===== src/rtl/fbg_pkg.sv =====
package fbg_pkg;
  // default field widths shared by the generator and its checker
  localparam int unsigned SCALE_W = 3;
  localparam int unsigned WHOLE_W = 12;
  localparam int unsigned FRAC_W  = 7;
endpackage


===== src/rtl/fbg_prescaler.sv =====
module fbg_prescaler #(
  parameter int unsigned SCALE_W = fbg_pkg::SCALE_W,
  localparam int unsigned PRE_W  = (1 << SCALE_W) - 1
) (
  input  logic               clk,
  input  logic               rst,
  input  logic               restart,
  input  logic [SCALE_W-1:0] scale_sel,
  output logic               step_end,
  output logic [PRE_W-1:0]   pre_cnt
);
  // terminal count of the base step: 2^(PRE_W - sel) - 1, as a mask
  function automatic logic [PRE_W-1:0] step_last(input logic [SCALE_W-1:0] sel);
    return {PRE_W{1'b1}} >> sel;
  endfunction

  assign step_end = (pre_cnt == step_last(scale_sel));

  always_ff @(posedge clk) begin
    if (rst || restart)  pre_cnt <= '0;
    else if (step_end)   pre_cnt <= '0;
    else                 pre_cnt <= pre_cnt + 1'b1;
  end
endmodule


===== src/rtl/fbg_frac_accum.sv =====
module fbg_frac_accum #(
  parameter int unsigned FRAC_W = fbg_pkg::FRAC_W
) (
  input  logic              clk,
  input  logic              rst,
  input  logic              restart,
  input  logic              advance,
  input  logic [FRAC_W-1:0] frac_div,
  output logic              stretch,
  output logic [FRAC_W-1:0] acc
);
  // sum for the current period; its carry lengthens this period
  function automatic logic [FRAC_W:0] frac_sum(input logic [FRAC_W-1:0] a,
                                              input logic [FRAC_W-1:0] b);
    return {1'b0, a} + {1'b0, b};
  endfunction

  logic [FRAC_W:0] sum_w;
  assign sum_w   = frac_sum(acc, frac_div);
  assign stretch = sum_w[FRAC_W];

  always_ff @(posedge clk) begin
    if (rst || restart) acc <= '0;
    else if (advance)   acc <= sum_w[FRAC_W-1:0];
  end
endmodule


===== src/rtl/fbg_period_counter.sv =====
module fbg_period_counter #(
  parameter int unsigned WHOLE_W = fbg_pkg::WHOLE_W,
  localparam int unsigned CNT_W  = WHOLE_W + 1
) (
  input  logic               clk,
  input  logic               rst,
  input  logic               restart,
  input  logic               step_end,
  input  logic [WHOLE_W-1:0] whole_div,
  input  logic               stretch,
  output logic               period_end,
  output logic [CNT_W-1:0]   per_cnt
);
  // integer field with 0 promoted to 1
  function automatic logic [CNT_W-1:0] eff_whole(input logic [WHOLE_W-1:0] w);
    return (w == '0) ? CNT_W'(1) : {1'b0, w};
  endfunction

  logic [CNT_W-1:0] last_idx;
  assign last_idx   = eff_whole(whole_div) - CNT_W'(1) + CNT_W'(stretch);
  assign period_end = step_end && (per_cnt == last_idx);

  always_ff @(posedge clk) begin
    if (rst || restart)  per_cnt <= '0;
    else if (period_end) per_cnt <= '0;
    else if (step_end)   per_cnt <= per_cnt + 1'b1;
  end
endmodule


===== src/rtl/fbg_bitrate_gen.sv =====
module fbg_bitrate_gen #(
  parameter int unsigned SCALE_W = fbg_pkg::SCALE_W,
  parameter int unsigned WHOLE_W = fbg_pkg::WHOLE_W,
  parameter int unsigned FRAC_W  = fbg_pkg::FRAC_W
) (
  input  logic               clk,
  input  logic               rst,
  input  logic [SCALE_W-1:0] scale_sel,
  input  logic [WHOLE_W-1:0] whole_div,
  input  logic [FRAC_W-1:0]  frac_div,
  output logic               bit_tick
);
  localparam int unsigned PRE_W = (1 << SCALE_W) - 1;
  localparam int unsigned CNT_W = WHOLE_W + 1;
  localparam int unsigned CFG_W = SCALE_W + WHOLE_W + FRAC_W;

  // named internal events, also observed by the bound checker
  logic             restart_w;
  logic             step_end_w;
  logic             period_end_w;
  logic             stretch_w;
  logic [PRE_W-1:0] pre_cnt_w;
  logic [CNT_W-1:0] per_cnt_w;
  logic [FRAC_W-1:0] acc_w;

  logic [CFG_W-1:0] cfg_now, cfg_prev;
  assign cfg_now   = {scale_sel, whole_div, frac_div};
  assign restart_w = (cfg_now != cfg_prev);

  always_ff @(posedge clk) begin
    cfg_prev <= cfg_now;
    if (rst) bit_tick <= 1'b0;
    else     bit_tick <= period_end_w && !restart_w;
  end

  fbg_prescaler #(.SCALE_W(SCALE_W)) u_pre (
    .clk(clk), .rst(rst), .restart(restart_w), .scale_sel(scale_sel),
    .step_end(step_end_w), .pre_cnt(pre_cnt_w)
  );

  fbg_frac_accum #(.FRAC_W(FRAC_W)) u_frac (
    .clk(clk), .rst(rst), .restart(restart_w), .advance(period_end_w),
    .frac_div(frac_div), .stretch(stretch_w), .acc(acc_w)
  );

  fbg_period_counter #(.WHOLE_W(WHOLE_W)) u_per (
    .clk(clk), .rst(rst), .restart(restart_w), .step_end(step_end_w),
    .whole_div(whole_div), .stretch(stretch_w),
    .period_end(period_end_w), .per_cnt(per_cnt_w)
  );
endmodule


===== config.mk =====
export PLATFORM = sky130hd
export DESIGN_NAME = fbg_bitrate_gen
export DESIGN_NICKNAME = d
export VERILOG_FILES = /design/src/rtl/fbg_pkg.sv /design/src/rtl/fbg_prescaler.sv /design/src/rtl/fbg_frac_accum.sv /design/src/rtl/fbg_period_counter.sv /design/src/rtl/fbg_bitrate_gen.sv
export SDC_FILE = /design/constraint.sdc
export NUM_CORES = 1
export LEC_CHECK = 0
export ABC_AREA = 1
export BUFFER_PORTS_ARGS = -buffer_cell sky130_fd_sc_hd__buf_2
export CORE_ASPECT_RATIO = 1.25
export CORE_MARGIN = 2
export CORE_UTILIZATION = 40
export CTS_BUF_LIST = sky130_fd_sc_hd__clkbuf_4 sky130_fd_sc_hd__clkbuf_8 sky130_fd_sc_hd__clkbuf_16
export DETAILED_ROUTE_END_ITERATION = 10
export PLACE_DENSITY_LB_ADDON = 0.1
export SLEW_MARGIN = 5
export SYNTH_ARGS = -nofsm -noshare
export SYNTH_HDL_FRONTEND = slang
export SYNTH_SLANG_ARGS = --single-unit

===== constraint.sdc =====
create_clock -name clk -period 4.4 [get_ports clk]
set_input_delay 0 -clock clk [delete_from_list [all_inputs] [get_ports clk]]
set_output_delay 0 -clock clk [all_outputs]
set_load 0.1 [all_outputs]

==> PnR_summary.wiki <==
{| class="wikitable"
! Metric !! Value
|-
| Hold depth || 2
|-
| Most common cell in the synthesized netlist || sky130_fd_sc_hd__nand2_1
|-
| Total vias in the final route || 2567
|-
| Post-detailed-route wirelength per cell || 12.07 um
|-
| Final Routed Wirelength || 6612 um
|-
| Number of global-route vias before repair || 2469
|-
| Hold Crit Class || primary input to register
|-
| Tightest Pin Transition || 0.6727 ns
|-
| Setup TNS || 0 ns
|-
| Via-per-instance ratio || 4.684
|-
| Synth area leaders || sky130_fd_sc_hd__dfxtp_1, sky130_fd_sc_hd__nand2_1, sky130_fd_sc_hd__inv_1
|-
| Max-slew violation total from the final report || 0
|-
| Hold Crit Endpoint || cfg_prev[3]$_DFF_P_
|-
| Post-synthesis async set-or-reset flop share || 0%
|-
| Number of register bits inferred by synthesis || 50
|-
| Cts-stage hold buffer count || 22
|-
| Clock network fraction of design power || 31.8%
|-
| Pin count of the biggest net entering global routing || 16
|-
| Internal power || 0.0006200 W
|-
| Clock network latency to the later pin of the worst-skew pair || 0.30 ns
|-
| Number of buffers created by CTS || 5
|-
| CTS Buffer Depth || 2
|-
| Number of antenna-violating nets in the routed design || 0
|-
| Post-synth top flop || sky130_fd_sc_hd__dfxtp_1
|-
| Layout Skew || 0.007191 ns
|-
| Reg2reg path depth || 21
|-
| Number of instances resized during post-cts repair || 0
|-
| Start of the worst register-to-register path || u_frac.acc[2]$_SDFFE_PP0P_
|-
| Maximum fanout encountered on the critical timing path || 13
|-
| Proportion of power drawn by flip-flops and latches || 55.9%
|-
| Buffers inserted during post-CTS setup optimization || 0
|-
| TritonCTS clock tree || done
|-
| # nets final || 492
|-
| Library cells used by synthesis || 42
|-
| WHS || 0.3689 ns
|-
| Crit Reg-Reg Endpoint || u_per.per_cnt[3]$_SDFFE_PP0P_
|-
| Net switching fraction of the power || 25.89%
|-
| Logic gate share of total power || 12.4%
|-
| Largest vdd supply drop || 164.3 uV
|-
| Initial antenna violation count || 0
|-
| Chip Height || 101.0 um
|-
| Port buffer count || 24
|-
| Drt first-iter violations || 100
|-
| Clk sinks || 50
|-
| Arrival @ worst endpoint || 3.64 ns
|-
| Final worst-path cycle share || 78.48%
|-
| Library cell with the largest summed area after synthesis || sky130_fd_sc_hd__dfxtp_1
|-
| Number of antenna repair diodes || 0
|-
| Static power due to leakage || 1.530 nW
|-
| Mapped Nets || 445
|-
| Layout cells sized above 1 || 15.79%
|-
| Number of top-level pins || 25
|-
| Horizontal extent of the die || 81.56 um
|-
| Hold path startpoint || frac_div[3]
|-
| Area share of the largest cell type after synthesis || 33.28%
|-
| Setup violation total in the final timing report || 0
|-
| Gate Count Post-Synth || 409
|-
| Total of warnings raised by yosys || 0
|-
| Result of the run || finished clean
|-
| Number of filler instances in the final layout || 738
|-
| Buffer cell driving the clock tree root || sky130_fd_sc_hd__clkbuf_8
|-
| Startpoint class of the critical path || primary input
|-
| Crit end category || register
|-
| Max_slew headroom || 55.15%
|-
| Final HPWL DP || 5157 um
|-
| Flop2flop setup slack || 1.00 ns
|-
| Grt total ovfl || 0
|-
| Path type of the worst setup path || primary input to register
|-
| Total iterations of the first detailed-routing run || 4
|-
| Syn Std Cell Area || 3008 um2
|-
| Commonest cells in the netlist || sky130_fd_sc_hd__nand2_1, sky130_fd_sc_hd__inv_1, sky130_fd_sc_hd__dfxtp_1, sky130_fd_sc_hd__nand3_1, sky130_fd_sc_hd__nor2_1
|-
| Unrepaired setup endpoints after global routing || no
|-
| Data required time at the worst endpoint || 4.59 ns
|-
| Switching power || 0.0002166 W
|-
| Effective utilization at floorplan || 41.13%
|-
| H-tree depth || 2
|-
| Shortest clock period the worst path allows after layout || 3.453 ns
|-
| P&R area growth vs syn || 16.47%
|-
| Gp weighted congestion || 0.7948
|-
| Syn Area/Cell || 7.354 um2
|-
| # rows || 35
|-
| Count of final hold-check violations || 0
|-
| CTS clock-pin slew for the worst setup and hold paths || 0.10 ns
|-
| F_max || 0.2896 GHz
|-
| Total power per unit cell area || 238.8 nW/um2
|-
| Area of the die || 8233 um2
|-
| Total GRT Usage || 17.73%
|-
| Post-synth EDFFs || 0
|-
| Max-cap violations || 0
|-
| Total DRC errors in the routed layout || 0
|-
| Sequential area share after synthesis || 33.28%
|-
| Wire length of the first global-routing pass || 11300 um
|-
| Core Region || 7313 um2
|}
-- flip-flops by register name, indices dropped and copies added, names as in the netlist --
signal / flops
bit_tick: 1
cfg_prev: 22
u_frac.acc: 7
u_per.per_cnt: 13
u_pre.pre_cnt: 7
-- stage by stage --
| stage | area (um2) | power (W) | worst slack, ns | utilization [%] | std cells |
|---|---|---|---|---|---|
| after floorplan | 3008 | 0.0005357 | 1.549 | - | 409 |
| after global placement | 3199 | 0.0005674 | 1.040 | 43.75 | 519 |
| after detailed placement | 3199 | 0.0005677 | 0.9633 | 43.75 | 519 |
| after CTS | 3503 | 0.0008513 | 0.9080 | 47.90 | 548 |
| after global routing | 3503 | 0.0008832 | 0.6313 | 47.90 | 548 |
| final | 3503 | 0.0008366 | 0.9471 | 47.90 | 548 |
-- placed cells by master (no fill, tap or decap), types with 2 or more instances in the layout --
| cell | synthesis | layout |
|---|---|---|
| sky130_fd_sc_hd__o22ai_1 | 2 | 2 |
| sky130_fd_sc_hd__nand3_2 | 12 | 12 |
| sky130_fd_sc_hd__inv_1 | 57 | 57 |
| sky130_fd_sc_hd__nand2_1 | 87 | 87 |
| sky130_fd_sc_hd__nand3_1 | 40 | 40 |
| sky130_fd_sc_hd__nor4_1 | 3 | 3 |
| sky130_fd_sc_hd__inv_2 | 3 | 3 |
| sky130_fd_sc_hd__o21ai_0 | 8 | 8 |
| sky130_fd_sc_hd__buf_2 | 2 | 24 |
| sky130_fd_sc_hd__xor2_1 | 19 | 19 |
| sky130_fd_sc_hd__clkbuf_8 | 0 | 5 |
| sky130_fd_sc_hd__nor2_2 | 6 | 6 |
| sky130_fd_sc_hd__nor2_1 | 33 | 33 |
| sky130_fd_sc_hd__xnor2_1 | 12 | 12 |
| sky130_fd_sc_hd__nor3_1 | 3 | 3 |
| sky130_fd_sc_hd__nand4_1 | 12 | 12 |
| sky130_fd_sc_hd__or2_2 | 4 | 4 |
| sky130_fd_sc_hd__a21oi_1 | 11 | 11 |
| sky130_fd_sc_hd__clkinvlp_4 | 0 | 2 |
| sky130_fd_sc_hd__nand2_2 | 4 | 4 |
| sky130_fd_sc_hd__ha_1 | 11 | 11 |
| sky130_fd_sc_hd__nand3b_1 | 3 | 3 |
| sky130_fd_sc_hd__dfxtp_1 | 50 | 50 |
| sky130_fd_sc_hd__dlygate4sd3_1 | 0 | 22 |
| sky130_fd_sc_hd__nor2_4 | 4 | 4 |
| sky130_fd_sc_hd__o21bai_1 | 2 | 2 |
-- how the worst max path moves through the flow --
stage                               startpoint                       endpoint  slack [ns]  cells after the start
floorplan           u_frac.acc[2]$_SDFFE_PP0P_     u_frac.acc[1]$_SDFFE_PP0P_        1.55                     20
global placement    u_frac.acc[2]$_SDFFE_PP0P_  u_per.per_cnt[8]$_SDFFE_PP0P_        1.04                     19
detailed placement  u_frac.acc[2]$_SDFFE_PP0P_  u_per.per_cnt[8]$_SDFFE_PP0P_        0.96                     21
CTS                                frac_div[2]  u_per.per_cnt[3]$_SDFFE_PP0P_        0.91                     23
global route                       frac_div[2]  u_per.per_cnt[8]$_SDFFE_PP0P_        0.63                     23
finish                             frac_div[2]  u_per.per_cnt[3]$_SDFFE_PP0P_        0.95                     23
-- critical path, stage by stage --
cell	delay [ns]
sky130_fd_sc_hd__dlygate4sd3_1	0.53
sky130_fd_sc_hd__buf_2	0.14
sky130_fd_sc_hd__ha_1	0.34
sky130_fd_sc_hd__a21oi_1	0.14
sky130_fd_sc_hd__nand2_1	0.09
sky130_fd_sc_hd__a21oi_1	0.14
sky130_fd_sc_hd__o21bai_1	0.10
sky130_fd_sc_hd__nand2_1	0.07
sky130_fd_sc_hd__nand2_1	0.05
sky130_fd_sc_hd__a21oi_1	0.18
sky130_fd_sc_hd__ha_1	0.25
sky130_fd_sc_hd__ha_1	0.27
sky130_fd_sc_hd__nand2_4	0.10
sky130_fd_sc_hd__nor2_8	0.15
sky130_fd_sc_hd__inv_2	0.03
sky130_fd_sc_hd__nand2_1	0.06
sky130_fd_sc_hd__nand2_1	0.06
sky130_fd_sc_hd__nand2_1	0.05
sky130_fd_sc_hd__nand3_1	0.07
sky130_fd_sc_hd__nor2_2	0.20
sky130_fd_sc_hd__nand4_4	0.29
sky130_fd_sc_hd__nand2_2	0.26
sky130_fd_sc_hd__a21oi_1	0.06
-- layout make-up --
cell class / count / area [um2] / share of cell area [%]
multi-input cells: 290 / 1719 / 49.07
flip-flops and latches: 50 / 1001 / 28.57
repair buffers: 47 / 347.8 / 9.929
inverters: 62 / 236.5 / 6.750
well taps: 92 / 115.1 / 3.286
clock buffers: 5 / 68.82 / 1.964
clock inverters: 2 / 15.01 / 0.4286
-- cell families after synthesis --
group / synth area share, %
flip-flops: 33.28
AND/OR/NAND/NOR: 37.90
adder cells (fa/ha/maj): 5.241
XOR/XNOR: 9.027
AO/OA/AOI/OAI: 4.992
buffers and inverters: 9.567
-- power groups by stage --
stage / Combinational, W / Clock, W / Sequential [W]
final: 0.000103 / 0.000266 / 0.000467
after global routing: 0.000118 / 0.000296 / 0.000469
after CTS: 0.000105 / 0.000279 / 0.000467
after detailed placement: 0.0000898 / 0 / 0.000478
after global placement: 0.0000898 / 0 / 0.000478
after floorplan: 0.0000585 / 0 / 0.000477
-- routing by layer --
metal | track usage, % | vias up | wire, um
li1 | - | 1393 | -
met1 | 22.12 | 1138 | 3006
met2 | 31.21 | 30 | 3406
met3 | 2.599 | 6 | 129
met4 | 4.954 | 0 | 70
met5 | 0 | - | 0
(Power assumes the default switching activity.)
